===== src/rtl/priv_pkg.sv =====
package priv_pkg;
    typedef enum logic [3:0] {
        OPC_PLAIN   = 4'd0,
        OPC_HALT    = 4'd1,
        OPC_BUSRST  = 4'd2,
        OPC_SR_LOAD = 4'd3,
        OPC_SR_AND  = 4'd4,
        OPC_SR_XOR  = 4'd5,
        OPC_USP_SET = 4'd6,
        OPC_USP_GET = 4'd7,
        OPC_EXC_RET = 4'd8
    } op_cls_e;

    localparam logic [7:0] PRIV_TRAP_VEC = 8'd8;

    function automatic logic is_priv(input logic [3:0] op);
        return (op >= 4'd1) && (op <= 4'd8);
    endfunction

    function automatic logic is_sr_write(input logic [3:0] op);
        return (op == OPC_SR_LOAD) || (op == OPC_SR_AND) || (op == OPC_SR_XOR);
    endfunction
endpackage


===== src/rtl/sr_ctrl.sv =====
module sr_ctrl
    import priv_pkg::*;
#(
    parameter int DATA_W = 32,
    parameter int SR_W   = 16,
    parameter int S_POS  = 13,
    parameter int VEC_W  = 8
) (
    input  logic              clk,
    input  logic              rst_n,
    input  logic              op_valid_i,
    input  logic [3:0]        op_class_i,
    input  logic [DATA_W-1:0] op_data_i,
    input  logic              exc_i,
    output logic [SR_W-1:0]   sr_o,
    output logic [SR_W-1:0]   saved_o,
    output logic              s_o,
    output logic              trap_o,
    output logic [VEC_W-1:0]  vec_o,
    output logic              refetch_o,
    output logic [2:0]        refetch_fc_o,
    output logic              viol_o,
    output logic              usp_load_o
);
    localparam logic [SR_W-1:0] SR_RESET = SR_W'(1) << S_POS;

    typedef struct packed {
        logic [SR_W-1:0] sr;
        logic [SR_W-1:0] saved;
        logic            trap;
        logic            refetch;
        logic [2:0]      rfc;
    } st_t;

    st_t st_d, st_q;
    logic [SR_W-1:0] imm;
    logic            s_cur;

    assign imm   = op_data_i[SR_W-1:0];
    assign s_cur = st_q.sr[S_POS];

    always_comb begin
        st_d         = st_q;
        st_d.trap    = 1'b0;
        st_d.refetch = 1'b0;
        viol_o       = 1'b0;
        usp_load_o   = 1'b0;
        if (exc_i) begin
            st_d.saved     = st_q.sr;
            st_d.sr[S_POS] = 1'b1;
        end else if (op_valid_i) begin
            if (!s_cur && is_priv(op_class_i)) begin
                viol_o    = 1'b1;
                st_d.trap = 1'b1;
            end else begin
                case (op_class_i)
                    OPC_SR_LOAD: st_d.sr = imm;
                    OPC_SR_AND:  st_d.sr = st_q.sr & imm;
                    OPC_SR_XOR:  st_d.sr = st_q.sr ^ imm;
                    OPC_EXC_RET: st_d.sr = imm;
                    OPC_USP_SET: usp_load_o = 1'b1;
                    default: ;
                endcase
                if (is_sr_write(op_class_i)) begin
                    st_d.refetch = 1'b1;
                    st_d.rfc     = {s_cur, 2'b10};
                end
            end
        end
    end

    always_ff @(posedge clk or negedge rst_n) begin
        if (!rst_n) begin
            st_q <= '{sr: SR_RESET, saved: '0, trap: 1'b0, refetch: 1'b0, rfc: 3'b110};
        end else begin
            st_q <= st_d;
        end
    end

    assign sr_o         = st_q.sr;
    assign saved_o      = st_q.saved;
    assign s_o          = s_cur;
    assign trap_o       = st_q.trap;
    assign vec_o        = st_q.trap ? PRIV_TRAP_VEC : '0;
    assign refetch_o    = st_q.refetch;
    assign refetch_fc_o = st_q.rfc;

    // user-mode privileged class traps and leaves the status word alone
    p_user_trap_r4: assert property (@(posedge clk) disable iff (!rst_n)
        (op_valid_i && !exc_i && !s_cur && is_priv(op_class_i))
        |=> (trap_o && $stable(sr_o)));

    // exception entry saves old word and raises supervisor level
    p_exc_entry_r5: assert property (@(posedge clk) disable iff (!rst_n)
        exc_i |=> (s_o && saved_o == $past(sr_o)));

    // user mode is left only through exception entry
    p_user_sticky_r9: assert property (@(posedge clk) disable iff (!rst_n)
        (!s_cur && !exc_i) |=> !s_o);

    // a status write in supervisor mode requests a refetch tagged with the old level
    p_refetch_r7: assert property (@(posedge clk) disable iff (!rst_n)
        (op_valid_i && !exc_i && s_cur && is_sr_write(op_class_i))
        |=> (refetch_o && refetch_fc_o == 3'b110));
endmodule


===== src/rtl/stack_bank.sv =====
module stack_bank #(
    parameter int DATA_W = 32
) (
    input  logic              clk,
    input  logic              rst_n,
    input  logic              s_mode_i,
    input  logic              a7_wr_i,
    input  logic [DATA_W-1:0] a7_wdata_i,
    input  logic              usp_load_i,
    input  logic [DATA_W-1:0] usp_ldata_i,
    output logic [DATA_W-1:0] a7_rdata_o,
    output logic [DATA_W-1:0] usp_rdata_o
);
    typedef struct packed {
        logic [DATA_W-1:0] ssp;
        logic [DATA_W-1:0] usp;
    } sp_t;

    sp_t sp_d, sp_q;

    always_comb begin
        sp_d = sp_q;
        if (usp_load_i) sp_d.usp = usp_ldata_i;
        if (a7_wr_i) begin
            if (s_mode_i) sp_d.ssp = a7_wdata_i;
            else          sp_d.usp = a7_wdata_i;
        end
    end

    always_ff @(posedge clk or negedge rst_n) begin
        if (!rst_n) sp_q <= '0;
        else        sp_q <= sp_d;
    end

    assign a7_rdata_o  = s_mode_i ? sp_q.ssp : sp_q.usp;
    assign usp_rdata_o = sp_q.usp;

    // the supervisor pointer cannot change while user mode is active
    p_ssp_hold_r2: assert property (@(posedge clk) disable iff (!rst_n)
        !s_mode_i |=> $stable(sp_q.ssp));

    // in supervisor mode the user pointer moves only by an explicit load
    p_usp_hold_r10: assert property (@(posedge clk) disable iff (!rst_n)
        (s_mode_i && !usp_load_i) |=> $stable(usp_rdata_o));
endmodule


===== src/rtl/fc_encode.sv =====
module fc_encode (
    input  logic       s_mode_i,
    input  logic       prog_i,
    output logic [2:0] fc_o
);
    always_comb begin
        fc_o = {s_mode_i, prog_i, !prog_i};
    end
endmodule


===== src/rtl/priv_stack_unit.sv =====
module priv_stack_unit #(
    parameter int DATA_W = 32,
    parameter int SR_W   = 16,
    parameter int S_POS  = 13,
    parameter int VEC_W  = 8
) (
    input  logic              clk,
    input  logic              rst_n,
    input  logic              op_valid_i,
    input  logic [3:0]        op_class_i,
    input  logic [DATA_W-1:0] op_data_i,
    input  logic              exc_i,
    input  logic              a7_wr_i,
    input  logic [DATA_W-1:0] a7_wdata_i,
    input  logic              acc_prog_i,
    output logic              s_mode_o,
    output logic [SR_W-1:0]   sr_o,
    output logic [SR_W-1:0]   saved_sr_o,
    output logic [DATA_W-1:0] a7_rdata_o,
    output logic [DATA_W-1:0] usp_rdata_o,
    output logic [2:0]        fc_o,
    output logic              trap_o,
    output logic [VEC_W-1:0]  trap_vec_o,
    output logic              refetch_o,
    output logic [2:0]        refetch_fc_o
);
    logic viol, usp_load, s_mode, a7_wr_ok;

    sr_ctrl #(.DATA_W(DATA_W), .SR_W(SR_W), .S_POS(S_POS), .VEC_W(VEC_W)) u_sr (
        .clk(clk), .rst_n(rst_n),
        .op_valid_i(op_valid_i), .op_class_i(op_class_i), .op_data_i(op_data_i),
        .exc_i(exc_i),
        .sr_o(sr_o), .saved_o(saved_sr_o), .s_o(s_mode),
        .trap_o(trap_o), .vec_o(trap_vec_o),
        .refetch_o(refetch_o), .refetch_fc_o(refetch_fc_o),
        .viol_o(viol), .usp_load_o(usp_load)
    );

    assign a7_wr_ok = a7_wr_i && !viol;

    stack_bank #(.DATA_W(DATA_W)) u_sp (
        .clk(clk), .rst_n(rst_n), .s_mode_i(s_mode),
        .a7_wr_i(a7_wr_ok), .a7_wdata_i(a7_wdata_i),
        .usp_load_i(usp_load), .usp_ldata_i(op_data_i),
        .a7_rdata_o(a7_rdata_o), .usp_rdata_o(usp_rdata_o)
    );

    fc_encode u_fc (.s_mode_i(s_mode), .prog_i(acc_prog_i), .fc_o(fc_o));

    assign s_mode_o = s_mode;

    // the classification's top bit follows the privilege level
    p_fc_level_r3: assert property (@(posedge clk) disable iff (!rst_n)
        fc_o[2] == sr_o[S_POS]);
endmodule


===== config.mk =====
export PLATFORM = sky130hd
export DESIGN_NAME = priv_stack_unit
export DESIGN_NICKNAME = d
export VERILOG_FILES = /design/src/rtl/priv_pkg.sv /design/src/rtl/sr_ctrl.sv /design/src/rtl/stack_bank.sv /design/src/rtl/fc_encode.sv /design/src/rtl/priv_stack_unit.sv
export SDC_FILE = /design/constraint.sdc
export NUM_CORES = 1
export LEC_CHECK = 0
export CORE_ASPECT_RATIO = 0.9
export CORE_MARGIN = 4
export CORE_UTILIZATION = 46
export DETAILED_ROUTE_END_ITERATION = 6
export PLACE_DENSITY = 0.88
export SKIP_CTS_REPAIR_TIMING = 1
export SLEW_MARGIN = 20
export SYNTH_ARGS = -nofsm -noshare
export SYNTH_HDL_FRONTEND = slang
export SYNTH_SLANG_ARGS = --single-unit

===== constraint.sdc =====
create_clock -name clk -period 4.05 [get_ports clk]
set_input_delay 0.81 -clock clk [delete_from_list [all_inputs] [get_ports clk]]
set_output_delay 0.81 -clock clk [all_outputs]
set_load 0.05 [all_outputs]

==> out/metrics.cfg, run 1 <==
[routing]
viasPerCell=5.232
drt_iter0_markers=184
route.detailed.wl_per_inst_um=18.57
vias=3746
antenna_left=0
drt_wl_total_um=13300
drtPass1Iterations=4
drc=0

[critical_path]
critPathArrivalTime_ns=2.63
critical-path-top-delay-family=buffers and inverters
worstPathRequired_ns=3.24
endpoint_kind=output pin
cp_slowest_cell=dfstp_2
path_class=flip-flop to output pin
worstSetupStartpointType=flip-flop
path_buf_inv=2
crit_path_max_incr_delay_ns=0.85
crit_chain=buf_4, mux2_2, clkdlybuf4s50_1
worstPathMaxFanout=20

[logic_synthesis]
synthCells=418
synth_seq_cells=99
netlist_area_mm2=0.005470
synth.avg_cell_area_um2=13.09
synth.distinct_cells=39
ys_warn_count=0
synth.yosys.seq_area_share_pct=45.33

[final_layout]
diodes=0
syn_to_final_growth_pct=34.93
nNetsFinal=645
multi_input_area_mm2=0.002555
fillers=859
fin_area_mm2=0.007381
final-seq-area_mm2=0.002480
final_util_pct=64.03
drive_gt1_share_pct=29.82

[sta]
layout_min_cycle_time_ns=3.437
slew_headroom_pct=36.45
tightest_slew_ns=0.9533
fin_skew_ns=0.005194
fmax_mhz=290.9
finalSetupViolCount=0
drv_slew=0
hold_violations=0
fin_crit_sh_pct=84.88
setup_tns_ns=0
rsz0062_at_grt=no

[global_routing]
grt_pass1_wl_um=20910
grt_util_all_layers_pct=19.22
antenna_found_initial=0
overflow=0
grt_max_degree=77
grt_pass1_vias=4054

[power]
ir_drop_mv=0.3278
power.density_mw_per_mm2=618.6
total_leakage_power_nw=3.039

[floorplan]
start_util_pct=47.45
num_rows=37
dieArea_mm2=0.01370
io_pins=187
die_x_um=123.0
die_y_um=111.5
core_area_mm2=0.01153

[placed_design]
numPortBuffers=177
dp_hpwl_um=9668
placed_cell_area_mm2=0.007086
routabilityCongestion=0.8506

[clock_tree]
cts_root_buf=clkbuf_16
cts_tree=built
clk_latency_ns=0.33
cts-htree-levels=3
clk_path_buf_depth=2
cts_sinks=99
cts.reportedPaths.clkPinSlew_ns=0.07
cts_buffers=9

[run_status]
status=complete, no violations

[worst_hold_path]
hold_class=flip-flop to flip-flop

[run]
maxCapViolCount=0

[logic make-up (layout without fill, tap and decap cells)]
family | Yosys count | after routing | synth area share (%)
AND/OR/NAND/NOR | 45 | 45 | 4.437
AO/OA/AOI/OAI | 39 | 39 | 5.307
flip-flops | 99 | 99 | 45.33
multiplexers | 145 | 145 | 31.88
buffers and inverters | 71 | 206 | 9.080
other | 2 | 9 | 0.1373
XOR/XNOR | 1 | 1 | 0.1601
adder cells (fa/ha/maj) | 16 | 16 | 3.660
[worst register-to-register path: cells and delay by family (launching register included)]
family        cells  cell delay [ns]
buf+inv           1             0.48
flops             1             0.85
mux               2             0.68
simple gates      2             0.40
[power by group]
part	switching, W	internal (W)	leakage, nW
clock network	0.000371	0.000479	0.135
logic	0.00136	0.000907	1.74
registers	0.000199	0.00125	1.16
total	0.00193	0.00264	3.04
[worst paths after layout]
check,start,to,slack (ns),cells past startpoint
max,u_sr.sr_o[13]$_DFFE_PN1P_,a7_rdata_o[25],0.61,3
min,u_sp.sp_q[41]$_DFFE_PN0P_,u_sp.sp_q[41]$_DFFE_PN0P_,0.50,1
max reg2reg,u_sr.sr_o[13]$_DFFE_PN1P_,u_sp.usp_rdata_o[11]$_DFF_PN0_,1.52,5
min reg2reg,u_sp.sp_q[41]$_DFFE_PN0P_,u_sp.sp_q[41]$_DFFE_PN0P_,0.50,1
max in group asynchronous,rst_n,u_sp.sp_q[48]$_DFFE_PN0P_,2.66,2
min in group asynchronous,rst_n,u_sp.sp_q[58]$_DFFE_PN0P_,0.63,1
[cell usage after synthesis]
master     number  area, µm²
clkbuf_1        1      3.750
o21ai_2         1      8.760
o21ai_0         1      5.000
dfstp_2         2      52.55
a21oi_1         1      5.000
buf_2           7      35.03
a22oi_1        14      105.1
ha_1           16      200.2
o2bb2ai_1       1      8.760
conb_1          2      7.510
mux2_4         30      450.4
nor2b_1         1      6.260
a221oi_1        1      8.760
nor3_2          1      10.01
nand3b_4        1      20.02
nand2b_1        2      12.51
nand2_1        17      63.81
mux2_1         15      168.9
or2_2           1      6.260
o211a_4         1      17.52
o31a_1          1      8.760
or4b_1          1      10.01
buf_4          47      352.8
nor4_4          1      21.27
buf_1           7      26.28
xnor2_1         1      8.760
a211oi_1        1      7.510
nor4bb_1        2      20.02
mux2_2         99       1115
a311oi_1        1      8.760
mux2i_1         1      10.01
nor2_1         16      60.06
inv_1           3      11.26
dfrtp_1        97       2427
nor3_1          1      5.000
buf_6           6      67.56
nand3b_1        1      7.510
a31oi_1        15      93.84
a211oi_2        1      12.51
[area by class of cell]
| cell class | instances | share of cell area, % |
|---|---|---|
| sequential | 99 | 33.60 |
| multi-input combinational | 255 | 34.62 |
| tap | 156 | 2.645 |
| clock buffer | 10 | 3.102 |
| clock inverter | 6 | 0.8985 |
| timing repair buffer | 187 | 24.99 |
| inverter | 3 | 0.1526 |
[stage by stage]
step	instances	setup WS, ns	hold slack, ns	power [W]
6_report	716	0.6125	0.5034	0.004566
3_3_place_gp	700	0.9045	0.4812	0.003677
3_5_place_dp	700	0.8179	0.4899	0.003742
5_1_grt	716	0.5222	0.5129	0.004755
4_1_cts	716	0.5702	0.5060	0.004608
2_1_floorplan	425	1.399	0.4736	0.003139
[flip-flops by register name, summed over array words and instances, names as in the netlist]
name               count
u_sr.saved_o          16
u_sp.usp_rdata_o      32
u_sr.refetch_fc_o      1
u_sr.trap_o            1
u_sr.refetch_o         1
u_sp.sp_q             32
u_sr.sr_o             16
[cell usage in the layout, fill, tap and decap left out, drive strengths merged, types with 2 or more instances in the layout]
master / instances
nand2: 17
clkinv: 2
nor4bb: 2
nor2: 16
clkinvlp: 3
a31oi: 15
inv: 3
o21ai: 2
conb: 9
nand3b: 2
a211oi: 2
clkbuf: 10
buf: 11
a22oi: 14
clkdlybuf4s50: 176
nand2b: 2
dfstp: 2
dfrtp: 97
mux2: 144
ha: 16
nor3: 2
[metal layers]
layer | share of wire, % | track usage [%]
met1 | 41 | 23.31
met2 | 51 | 33.99
met3 | 7.3 | 4.774
met4 | 1.2 | 4.776
met5 | 0 | 0
(Power assumes the default switching activity.)
==> run 2: changes to the inputs <==
--- a/config.mk
+++ b/config.mk
@@ -7,9 +7,9 @@
 export LEC_CHECK = 0
 export CORE_ASPECT_RATIO = 0.9
 export CORE_MARGIN = 4
-export CORE_UTILIZATION = 46
+export CORE_UTILIZATION = 42
 export DETAILED_ROUTE_END_ITERATION = 6
-export PLACE_DENSITY = 0.88
+export PLACE_DENSITY = 0.85
 export SKIP_CTS_REPAIR_TIMING = 1
 export SLEW_MARGIN = 20
 export SYNTH_ARGS = -nofsm -noshare
==> constraint.sdc (replaced) <==
create_clock -name clk -period 2.91 [get_ports clk]
set_input_delay 0.582 -clock clk [delete_from_list [all_inputs] [get_ports clk]]
set_output_delay 0.582 -clock clk [all_outputs]
set_load 0.05 [all_outputs]
==> run 2 against run 1 <==
Critical path type is now primary input to flip-flop. Sequential share of layout area about the same. Sequential power increased by 39%. Final area about the same. Critical endpoint is now u_sr.sr_o[10]$_DFFE_PN0P_. Wire length increased by 3.3%.
==> out/metrics.cfg, run 2 (synthesis results as in run 1) <==
[run_status]
status=complete, no violations

[sta]
tightest_slew_ns=1.088  ; +0.1346 ns
fmax_mhz=394.4
drv_slew=0  ; unchanged
hold_violations=0  ; unchanged
setup_ws_ns=0.3742  ; -0.2383 ns
setup_tns_ns=0  ; unchanged
finalSetupViolCount=0  ; unchanged
slew_headroom_pct=27.34  ; -9.1 points
fin_skew_ns=0.006638  ; +0.001444 ns
rsz0062_at_grt=no
fin_crit_sh_pct=87.14
layout_min_cycle_time_ns=2.536

[routing]
viasPerCell=5.237  ; about the same
drt_iter0_markers=189  ; +2.7%
drt_wl_total_um=13730  ; +3.3%
drc=0  ; unchanged
antenna_left=0  ; unchanged
vias=3802  ; +1.5%
route.detailed.wl_per_inst_um=18.91  ; +1.8%
drtPass1Iterations=4  ; unchanged

[global_routing]
antenna_found_initial=0  ; unchanged
grt_pass1_vias=4161  ; +2.6%
grt_max_degree=56  ; -27%
grt_util_all_layers_pct=18.75  ; -0.47 points
grt_pass1_wl_um=21960  ; +5.0%
overflow=0  ; unchanged

[critical_path]
path_buf_inv=2  ; unchanged
critical-path-top-delay-family=compound AO/OA/AOI/OAI gates
path_class=primary input to flip-flop
cp_slowest_cell=a211oi_2
critPathArrivalTime_ns=2.80  ; +0.17 ns
crit_path_max_incr_delay_ns=0.90  ; +0.05 ns
worstPathMaxFanout=15  ; -25%
r2r_end=u_sp.usp_rdata_o[5]$_DFF_PN0_
endpoint_kind=flip-flop
crit_chain=clkdlybuf4s50_1, buf_4, nor4bb_1, a211oi_2, nand2_1, a31oi_1
cp-startpoint=op_class_i[3]
worstSetupStartpointType=primary input
worstPathRequired_ns=3.18  ; -0.06 ns
reg2reg_slack_ns=0.81  ; -0.71 ns
r2r-start=u_sr.sr_o[13]$_DFFE_PN1P_
crit_cells=6  ; +3
ff2ff_path_depth=5  ; unchanged

[clock_tree]
cts_root_buf=clkbuf_16
cts.reportedPaths.clkPinSlew_ns=0.07  ; about the same
clk_path_buf_depth=2  ; unchanged
cts_tree=built
cts_buffers=9  ; unchanged
cts-htree-levels=3  ; unchanged
cts_sinks=99  ; unchanged
clk_latency_ns=0.35  ; +0.02 ns

[placed_design]
numPortBuffers=177  ; unchanged
dp_hpwl_um=10050  ; +3.9%
place_ws_ns=0.001996  ; -0.8159 ns
routabilityCongestion=0.8212  ; -3.5%

[power]
total_leakage_power_nw=3.102  ; +2.1%
ir_drop_mv=0.6551  ; +100%
p_switching_w=0.002709  ; +40%
seqPwrFrac_pct=31.5  ; -0.2 points
clkPwrFrac_pct=19.3  ; +0.7 points
power.density_mw_per_mm2=865.0  ; +40%
p_int_w=0.003674  ; +39%
power_switching_share_pct=42.44  ; +0.16 points
pwr-share-comb_pct=49.2  ; -0.4 points

[floorplan]
io_pins=187  ; unchanged
die_y_um=116.3  ; +4.3%
core_area_mm2=0.01274  ; +10%
die_x_um=128.3  ; +4.3%
start_util_pct=42.95  ; -4.5 points
dieArea_mm2=0.01492  ; +8.9%
num_rows=39  ; +5.4%

[final_layout]
nNetsFinal=647  ; +0.31%
final_cell_mix=clkdlybuf4s50_1 (141), mux2_2 (99), dfrtp_1 (97)
multi_input_area_mm2=0.002555  ; unchanged
diodes=0  ; unchanged
final_common_cell=clkdlybuf4s50_1
final-seq-area_mm2=0.002480  ; unchanged
final_util_pct=57.93  ; -6.1 points
fillers=1029  ; +20%
drive_gt1_share_pct=36.30  ; +6.5 points
syn_to_final_growth_pct=34.88  ; about the same

[worst_hold_path]
hold_class=primary input to asynchronous set/reset pin

[run]
maxCapViolCount=0  ; unchanged

## run 2: changes by cell type in the layout (fill, tap and decap cells not counted)
cell and change:
buf_12 +4, buf_4 +33, clkbuf_8 +1, clkdlybuf4s50_1 -35, clkinv_2 -1, clkinv_4 +1, clkinvlp_4 -1
## run 2: stage by stage
step | total power, W | hold WS, ns | cell area, µm² | std cells
after floorplan | 0.004368 | 0.2864 | 5497 | 425
after global placement | 0.005101 | 0.4814 | 7073 | 710
after detailed placement | 0.005193 | 0.4875 | 7073 | 710
after CTS | 0.006442 | 0.2611 | 7378 | 726
after global routing | 0.006680 | 0.2805 | 7378 | 726
final | 0.006383 | 0.2439 | 7378 | 726
## run 2: worst register-to-register path, delay by kind of cell, from the launching register on
kind	cells	cell delay (ns)
mux	2	0.65
simple gates	2	0.45
flops	1	0.57
buf+inv	1	0.32
## run 2: how the worst max path moves through the flow
stage,to,slack [ns]
final,u_sr.sr_o[10]$_DFFE_PN0P_,0.37
after global routing,u_sr.sr_o[13]$_DFFE_PN1P_,0.21
after CTS,u_sr.sr_o[10]$_DFFE_PN0P_,0.40
after detailed placement,u_sr.sr_o[10]$_DFFE_PN0P_,0.002
after global placement,u_sr.sr_o[13]$_DFFE_PN1P_,0.15
after floorplan,a7_rdata_o[10],0.49
## run 2: metal layers
metal | GRT usage [%] | up-vias | routed length [µm]
met5 | 0 | - | 0
met4 | 5.375 | 0 | 225
met3 | 5.853 | 18 | 946
met2 | 31.41 | 134 | 6737
met1 | 23.52 | 1921 | 5822
li1 | - | 1729 | -
## run 2: layout make-up
type | instances | area share, %
Clock buffer | 11 | 3.290
Clock inverter | 5 | 0.8479
Inverter | 3 | 0.1526
Multi-Input combinational cell | 255 | 34.63
Sequential cell | 99 | 33.61
Tap cell | 164 | 2.781
Timing Repair Buffer | 189 | 24.69
## run 2: power groups by stage
stage	Sequential (W)	Clock [W]	Combinational, W
after floorplan	0.00244	0	0.00192
after global placement	0.00201	0	0.00309
after detailed placement	0.00204	0	0.00315
after CTS	0.00202	0.00126	0.00316
after global routing	0.00207	0.00133	0.00328
final	0.00201	0.00123	0.00314
